File: config.mk
export PLATFORM = sky130hd
export DESIGN_NAME = int_div_unit
export DESIGN_NICKNAME = d
export VERILOG_FILES = /design/src/rtl/div_pkg.sv /design/src/rtl/div_operand_prep.sv /design/src/rtl/div_core.sv /design/src/rtl/div_sign_fix.sv /design/src/rtl/int_div_unit.sv
export SDC_FILE = /design/constraint.sdc
export NUM_CORES = 1
export LEC_CHECK = 0
export ABC_AREA = 0
export BUFFER_PORTS_ARGS = -buffer_cell sky130_fd_sc_hd__clkbuf_2
export CAP_MARGIN = 20
export CORE_MARGIN = 2
export CORE_UTILIZATION = 54
export CTS_CLUSTER_SIZE = 8
export DETAILED_ROUTE_END_ITERATION = 12
export GPL_TIMING_DRIVEN = 0
export PLACE_DENSITY = 0.86
export SYNTH_ARGS = -nofsm -noshare
export SYNTH_HDL_FRONTEND = slang
export SYNTH_SLANG_ARGS = --single-unit
File: constraint.sdc
create_clock -name clk_i -period 3.94 [get_ports clk_i]
set_input_delay 0.985 -clock clk_i [delete_from_list [all_inputs] [get_ports clk_i]]
set_output_delay 0.985 -clock clk_i [all_outputs]
set_load 0.05 [all_outputs]
File: src/rtl/div_pkg.sv
package div_pkg;
  typedef enum logic {
    ST_IDLE = 1'b0,
    ST_RUN  = 1'b1
  } div_state_e;
endpackage

File: src/rtl/div_operand_prep.sv
module div_operand_prep #(
  parameter int W = 32
) (
  input  logic [W-1:0] dividend_i,
  input  logic [W-1:0] divisor_i,
  input  logic         mode_signed_i,
  output logic [W-1:0] mag_dd_o,
  output logic [W-1:0] mag_dv_o,
  output logic         neg_q_o,
  output logic         dv_zero_o
);
  logic dd_neg, dv_neg;

  assign dd_neg    = mode_signed_i & dividend_i[W-1];
  assign dv_neg    = mode_signed_i & divisor_i[W-1];
  // most-negative value maps onto itself, which is the right unsigned magnitude
  assign mag_dd_o  = dd_neg ? (~dividend_i + 1'b1) : dividend_i;
  assign mag_dv_o  = dv_neg ? (~divisor_i + 1'b1) : divisor_i;
  assign neg_q_o   = dd_neg ^ dv_neg;
  assign dv_zero_o = (divisor_i == '0);
endmodule

File: src/rtl/div_core.sv
module div_core #(
  parameter int W = 32
) (
  input  logic         clk_i,
  input  logic         rst_ni,
  input  logic         load_i,
  input  logic         step_i,
  input  logic [W-1:0] mag_dd_i,
  input  logic [W-1:0] mag_dv_i,
  output logic [W-1:0] quo_next_o
);
  logic [W-1:0] rem_q, quo_q, dv_q;
  logic [W:0]   rem_sh, diff;
  logic [W-1:0] rem_next;
  logic         fits;

  // restoring step: shift in next dividend bit, try subtract
  assign rem_sh     = {rem_q, quo_q[W-1]};
  assign diff       = rem_sh - {1'b0, dv_q};
  assign fits       = ~diff[W];
  assign rem_next   = fits ? diff[W-1:0] : rem_sh[W-1:0];
  assign quo_next_o = {quo_q[W-2:0], fits};

  always_ff @(posedge clk_i or negedge rst_ni) begin
    if (!rst_ni) begin
      rem_q <= '0;
      quo_q <= '0;
      dv_q  <= '0;
    end else if (load_i) begin
      rem_q <= '0;
      quo_q <= mag_dd_i;
      dv_q  <= mag_dv_i;
    end else if (step_i) begin
      rem_q <= rem_next;
      quo_q <= quo_next_o;
    end
  end
endmodule

File: src/rtl/div_sign_fix.sv
module div_sign_fix #(
  parameter int W = 32
) (
  input  logic [W-1:0] mag_i,
  input  logic         neg_i,
  output logic [W-1:0] res_o
);
  assign res_o = neg_i ? (~mag_i + 1'b1) : mag_i;
endmodule

File: src/rtl/int_div_unit.sv
module int_div_unit
  import div_pkg::*;
#(
  parameter int W = 32
) (
  input  logic         clk_i,
  input  logic         rst_ni,
  input  logic         start_i,
  input  logic         mode_signed_i,
  input  logic         exc_en_i,
  input  logic [W-1:0] dividend_i,
  input  logic [W-1:0] divisor_i,
  output logic         busy_o,
  output logic         done_o,
  output logic [W-1:0] quotient_o,
  output logic         carry_o,
  output logic         overflow_o,
  output logic         range_exc_o
);
  localparam int CW = $clog2(W + 1);

  div_state_e   state_q;
  logic [CW-1:0] cnt_q;
  logic         neg_q, done_q, exc_q, carry_q;
  logic [W-1:0] quo_q;
  logic [W-1:0] mag_dd, mag_dv, quo_next, quo_fixed;
  logic         neg_sel, dv_zero, accept, last_step;

  assign accept    = start_i & (state_q == ST_IDLE);
  assign last_step = (state_q == ST_RUN) & (cnt_q == CW'(1));

  div_operand_prep #(.W(W)) u_prep (
    .dividend_i   (dividend_i),
    .divisor_i    (divisor_i),
    .mode_signed_i(mode_signed_i),
    .mag_dd_o     (mag_dd),
    .mag_dv_o     (mag_dv),
    .neg_q_o      (neg_sel),
    .dv_zero_o    (dv_zero)
  );

  div_core #(.W(W)) u_core (
    .clk_i     (clk_i),
    .rst_ni    (rst_ni),
    .load_i    (accept & ~dv_zero),
    .step_i    (state_q == ST_RUN),
    .mag_dd_i  (mag_dd),
    .mag_dv_i  (mag_dv),
    .quo_next_o(quo_next)
  );

  div_sign_fix #(.W(W)) u_fix (
    .mag_i(quo_next),
    .neg_i(neg_q),
    .res_o(quo_fixed)
  );

  always_ff @(posedge clk_i or negedge rst_ni) begin
    if (!rst_ni) begin
      state_q <= ST_IDLE;
      cnt_q   <= '0;
      neg_q   <= 1'b0;
      done_q  <= 1'b0;
      exc_q   <= 1'b0;
      carry_q <= 1'b0;
      quo_q   <= '0;
    end else begin
      done_q <= 1'b0;
      exc_q  <= 1'b0;
      if (accept) begin
        carry_q <= dv_zero;
        quo_q   <= '0;
        neg_q   <= neg_sel;
        if (dv_zero) begin
          // finish at once, no iteration
          done_q <= 1'b1;
          exc_q  <= exc_en_i;
        end else begin
          state_q <= ST_RUN;
          cnt_q   <= CW'(W);
        end
      end else if (state_q == ST_RUN) begin
        cnt_q <= cnt_q - 1'b1;
        if (last_step) begin
          state_q <= ST_IDLE;
          done_q  <= 1'b1;
          quo_q   <= quo_fixed;
        end
      end
    end
  end

  assign busy_o      = (state_q == ST_RUN);
  assign done_o      = done_q;
  assign quotient_o  = quo_q;
  assign carry_o     = carry_q;
  assign overflow_o  = 1'b0;
  assign range_exc_o = exc_q;
endmodule

==> Yosys cells after proc, flatten, opt, wreduce, memory -nomap -nowiden <==
Cells that the tools add are included.
{ "totals": {"inputBits": 69, "wordCells": 59, "register_bits": 139} }
{ "op_classes": {"n_addsub": 5, "reduce_logical": 6, "eq_ne": 2, "n_bitwise": 12, "mux": 24} }
{ "ops": {"columns": ["cell", "n"], "rows": [
  ["$mux 32", 11],
  ["$add 32x1->32 const B", 3],
  ["$not 32->32", 3],
  ["$sub 33x32->33", 1],
  ["$logic_not 32->1", 1],
  ["$mux 6", 3],
  ["$mux 1", 10],
  ["$eq 6x1->1 const B", 1],
  ["$reduce_bool 2->1", 3],
  ["$sub 6x1->6 const B", 1],
  ["$and 1x1->1", 5],
  ["$reduce_and 2->1", 2],
  ["$not 1->1", 3],
  ["$ne 2x2->1 const B", 1],
  ["$xor 1x1->1", 1]
]} }

==> Depth between registers and ports, before layout <==
{ "depth": {"word_depth": 8, "depth_mapped": 18} }

==> Cells and area by module <==
A second synthesis with hierarchy kept.
{ "hier_totals": {"hier_cells": 1224, "hier_area_um2": 10407.5} }
{ "modules_own_cells": {"columns": ["mod", "area_per_inst_um2", "cells_per_inst", "instances"], "rows": [
  ["div_core", 6277.3, 719, 1],
  ["int_div_unit", 1938.1, 195, 1],
  ["div_operand_prep", 1415.1, 211, 1],
  ["div_sign_fix", 777.0, 99, 1]
]} }

==> Worst setup path after synthesis <==
No wires, ideal clock.
{ "synth_timing": {"path_type": "reg2reg", "from": "register u_core.dv_q[25]", "to": "register quo_q[28], in the netlist quotient_o[28]", "required_ns": 3.812, "t_arrival_ns": 3.574, "setup_slack_ns": 0.239, "period_less_slack_ns": 3.701, "setup_time_ns": 0.128, "path_buffers": 2, "path_stages_with_launch": 19, "cell_sequence": "dfrtp_1 > inv_1 > ha_1 > clkbuf_1 > a21oi_1 > o21ai_0 > a221oi_1 > nand2_1 > a2111oi_2 > a2111oi_4 > buf_2 > inv_2 > ha_1 > nand4_1 > or2_0 > or2_4 > o31ai_4 > xor2_1 > o21ai_1"} }
{ "synth_between": {"elab_chain_cells": 8} }
{ "synth_rtl": {"columns": ["item", "line_no", "text"], "rows": [
  ["from (decl)", "div_core.sv:12", "logic [W-1:0] rem_q, quo_q, dv_q;"],
  ["from (signal assigned)", "div_core.sv:32", "dv_q <= mag_dv_i;"],
  ["$sub 33x32->33", "div_core.sv:19", "assign diff = rem_sh - {1'b0, dv_q};"],
  ["$not 1->1", "div_core.sv:20", "assign fits = ~diff[W];"],
  ["$not 32->32", "div_sign_fix.sv:8", "assign res_o = neg_i ? (~mag_i + 1'b1) : mag_i;"],
  ["$add 32x1->32", "div_sign_fix.sv:8", null],
  ["$mux 32", "div_sign_fix.sv:8", null],
  ["$mux 32", "int_div_unit.sv:84", "if (last_step) begin"],
  ["$mux 32", "int_div_unit.sv:82", "end else if (state_q == ST_RUN) begin"],
  ["$mux 32", "int_div_unit.sv:70", "if (accept) begin"],
  ["to (signal assigned)", "int_div_unit.sv:87", "quo_q <= quo_fixed;"],
  ["to (decl)", "int_div_unit.sv:25", "logic [W-1:0] quo_q;"]
]} }
Every way passes these cells. The select of a mux whose other input is x is not followed.
A chain may end at the register's enable or synchronous reset.

==> Worst setup path after layout <==
{ "layout_timing": {"from": "input port divisor_i[10]", "to": "register u_core.rem_q[2]"} }
{ "layout_between": {"elab_chain_cells": 4, "elab_cells_between_ends": 5, "cone_classes": "mux (1); bitwise (2); reduce/logical (2)"} }
{ "layout_rtl": {"columns": ["item", "line_no", "text"], "rows": [
  ["from (decl)", "int_div_unit.sv:12", "input logic [W-1:0] divisor_i,"],
  ["$logic_not 32->1 (*)", "div_operand_prep.sv:20", "assign dv_zero_o = (divisor_i == '0);"],
  ["$not 1->1 (*)", "int_div_unit.sv:45", ".load_i (accept & ~dv_zero),"],
  ["$and 1x1->1 (*)", "int_div_unit.sv:45", null],
  ["$mux 32 or $reduce_bool 2->1 (tied branches)", null, null],
  ["to (signal assigned)", "div_core.sv:34", "rem_q <= rem_next;"],
  ["to (decl)", "div_core.sv:12", null]
]} }
Every way passes the cells marked *; elsewhere a longest branch is shown, timed or not.

==> impl_metrics.ini <==
[synthesis]
synthTopCellsByArea = dfrtp_1 37%, o21ai_0 6.7%, xor2_1 6.6%
syn_area_per_cell_um2 = 8.75
ys_seq_area_frac = 0.367
synthFlopType = dfrtp_1
synth_edf_count = 0
synth.top_cell.area_share = 0.367
synth_nets = 1189
synth-async-reset-ratio = 1.00
ys_warn_count = 0
syn_area_um2 = 9470
synth_seq_cells = 139
postSynthCellCount = 1082
synth.distinct_cells = 71
yosysTopAreaCell = dfrtp_1

[global_route]
grt_max_degree = 93
grt_pass1_vias = 8594
antenna_found_initial = 0
grt_usage = 0.301
grt_pass1_wl_um = 43400
grt-ovfl-total = 0

[power_and_ir_drop]
peakVddDrop_mv = 0.540
p_int_mw = 6.05
netSwitchingFraction = 0.472
p_per_area_nw_per_um2 = 1040
p_leak_nw = 5.03
power_frac_comb = 0.620
netSwitchingPower_mw = 5.40
clkPwrFrac = 0.144
pwr-share-seq = 0.236

[timing]
fmax_mhz = 266
finalMaxSlewViolations = 0
setup_slack_ns = 0.175
fin_worst_skew_ns = 0.00983
worst_pin_slew_ns = 0.846
hold_viol_final = 0
finalSetupViolCount = 0
fin_crit_ns = 3.77
relSlewSlack = 0.430
period_share = 0.956

[clock_network]
cts_tree = yes
cts.clk_slew.worst_paths_ns = 0.06
cts_root_buffer = clkbuf_16
numCtsBuffers = 17
clk_latency_ns = 0.44
clkSinkCount = 139
clockBufferDepth = 2
h-tree-depth = 4

[die]
core_area_um2 = 17200
die-area_um2 = 18600
ios = 106
num_rows = 48
die_w_um = 136
initial_utilization = 0.549
dieHeight_um = 136

[route]
dr.pass1.iters = 5
drc = 0
drt-total-wl_um = 26900
via_per_inst = 6.08
final_antenna_net_count = 0
wire_per_inst_um = 18.6
vias = 8784
drt_iter0_markers = 748

[critical_path]
critPathLaunchType = input port
crit_chain = clkbuf_2 -> or4_1 -> nor4_1 -> nand2b_1 -> nor3_4 -> a21oi_1 -> nor2_1 -> clkbuf_1 -> a22o_1
path_buf_inv = 2
rrSetupSlack_ns = 0.22
critPathMaxFanout = 10
timing.setup.critical_path_class = in -> reg
cp-end-kind = register
arrival_ns = 4.14
cpLargestDelayFamily = simple AND/OR/NAND/NOR gates
cpPeakStageDelay_ns = 0.60
crit_slowest_cell = or4_1
cp.required_ns = 4.31

[finish]
final_cell_area_um2 = 11000
multi_input_area_um2 = 5630
final-seq-area_um2 = 3480
diodes = 0
nets = 1313
fill_cells = 1418
fin_util = 0.640
area_growth_pct = 16.5
drive_gt1_frac = 0.159

[hold_path]
hold_class = reg -> reg

[placement]
dp_hpwl_um = 19700
routabilityCongestion = 0.982
placed_cell_area_um2 = 10300
portBuffers = 103
place_ws_ns = -1.05

[run_status]
status = completed

[job]
cap_violations = 0
-- power by group through the flow --
stage / registers [mW] / logic [mW] / clock network (mW)
global route: 2.78 / 7.80 / 1.72
CTS: 2.68 / 6.87 / 1.65
global placement: 2.66 / 6.50 / 0
finish: 2.70 / 7.10 / 1.65
floorplan: 2.97 / 4.82 / 0
detailed placement: 2.69 / 6.69 / 0
-- sequential cells by signal, indices dropped and copies added, names as in the netlist --
name / flops
range_exc_o: 1
u_core.rem_q: 32
quotient_o: 32
cnt_q: 6
busy_o: 1
u_core.dv_q: 32
u_core.quo_q: 32
carry_o: 1
neg_q: 1
done_o: 1
-- cell type report --
type | instances | share of cell area
timing repair buffer | 108 | 0.0530
inverter | 53 | 0.0183
tap | 225 | 0.0255
sequential | 139 | 0.315
multi-input combinational | 830 | 0.510
clock inverter | 12 | 0.0126
buffer | 57 | 0.0229
clock buffer | 20 | 0.0423
-- synthesized netlist by cell type (all sizes together), types with 23 or more instances --
cell / count
xor2: 71
nor3: 23
nand3: 37
nand2: 117
xnor2: 49
mux2i: 34
o31ai: 23
dfrtp: 139
clkbuf: 50
a21oi: 63
inv: 53
o21ai: 132
ha: 37
nor2: 51
-- worst min-delay path, cell delays in order, from the launching register on --
cell and delay [ns]:
dfrtp_1 0.34, nand2_1 0.05, nand2_1 0.05
-- metal layers --
layer	GRT usage	share of wire	up-vias
li1	-	-	4134
met1	0.383	0.42	4205
met2	0.502	0.47	370
met3	0.0470	0.062	75
met4	0.142	0.041	0
met5	0	0	-
-- worst paths after layout --
kind                                       startpoint                      endpoint  depth (start not counted)
setup / recovery                        divisor_i[10]   u_core.rem_q[2]$_DFFE_PN0P_                          9
hold / removal                    carry_o$_DFFE_PN0P_           carry_o$_DFFE_PN0P_                          2
setup reg to reg           u_core.dv_q[7]$_DFFE_PN0P_    quotient_o[28]$_DFFE_PN0P_                         17
hold reg to reg                   carry_o$_DFFE_PN0P_           carry_o$_DFFE_PN0P_                          2
max in group asynchronous                      rst_ni  u_core.rem_q[20]$_DFFE_PN0P_                          2
min in group asynchronous                      rst_ni  u_core.quo_q[14]$_DFFE_PN0P_                          1
-- cells in the final DEF, fill, tap and decap left out, types with 4 or more instances in the layout --
master / n
o21ai_1: 7
nand3_1: 37
ha_2: 4
buf_4: 4
a211oi_1: 4
o21a_1: 5
ha_1: 32
a21o_1: 13
and2_1: 5
mux2_2: 18
o21ai_0: 124
inv_1: 52
a21oi_1: 60
or3_1: 6
nor3_1: 22
mux2i_1: 34
nor4_1: 10
clkbuf_1: 43
dfrtp_1: 139
nor2b_1: 4
a22o_1: 21
o31ai_1: 22
nand2b_1: 9
nand3b_1: 4
clkbuf_16: 17
nand4_1: 9
clkbuf_2: 105
nand2_1: 117
xor2_1: 71
a31oi_1: 8
a32oi_1: 5
or4_1: 8
o41ai_1: 12
nor2_1: 51
o211ai_1: 7
xnor2_1: 49
clkbuf_8: 4
-- per-stage QoR --
stage               hold slack [ns]  TNS (ns)  std cells  power [mW]
global route                  0.498  -0.00786       1444        12.3
detailed placement            0.466    -28.20       1411        9.38
floorplan                     0.450         0       1082        7.79
CTS                           0.482         0       1443        11.2
finish                        0.478         0       1444        11.4
global placement              0.464    -60.18       1410        9.16
-- logic make-up (layout without fill, tap and decap cells) --
group	count (synthesis)	count (layout)	share of synthesized area
other	1	1	0.000396
adder cells (fa/ha/maj)	38	38	0.0510
AND/OR/NAND/NOR	303	303	0.155
flip-flops	139	139	0.367
buffers and inverters	113	250	0.0482
multiplexers	52	52	0.0573
AO/OA/AOI/OAI	316	316	0.210
XOR/XNOR	120	120	0.111
-- repair_timing --
item,CTS,global route
hold buffers,0,0
endpoints found under the setup margin,43,75
buffers inserted,2,0
endpoints found under the hold margin,0,0
pin swaps,1,3
resized for setup,11,19
Power figures use the tool's default switching activity.
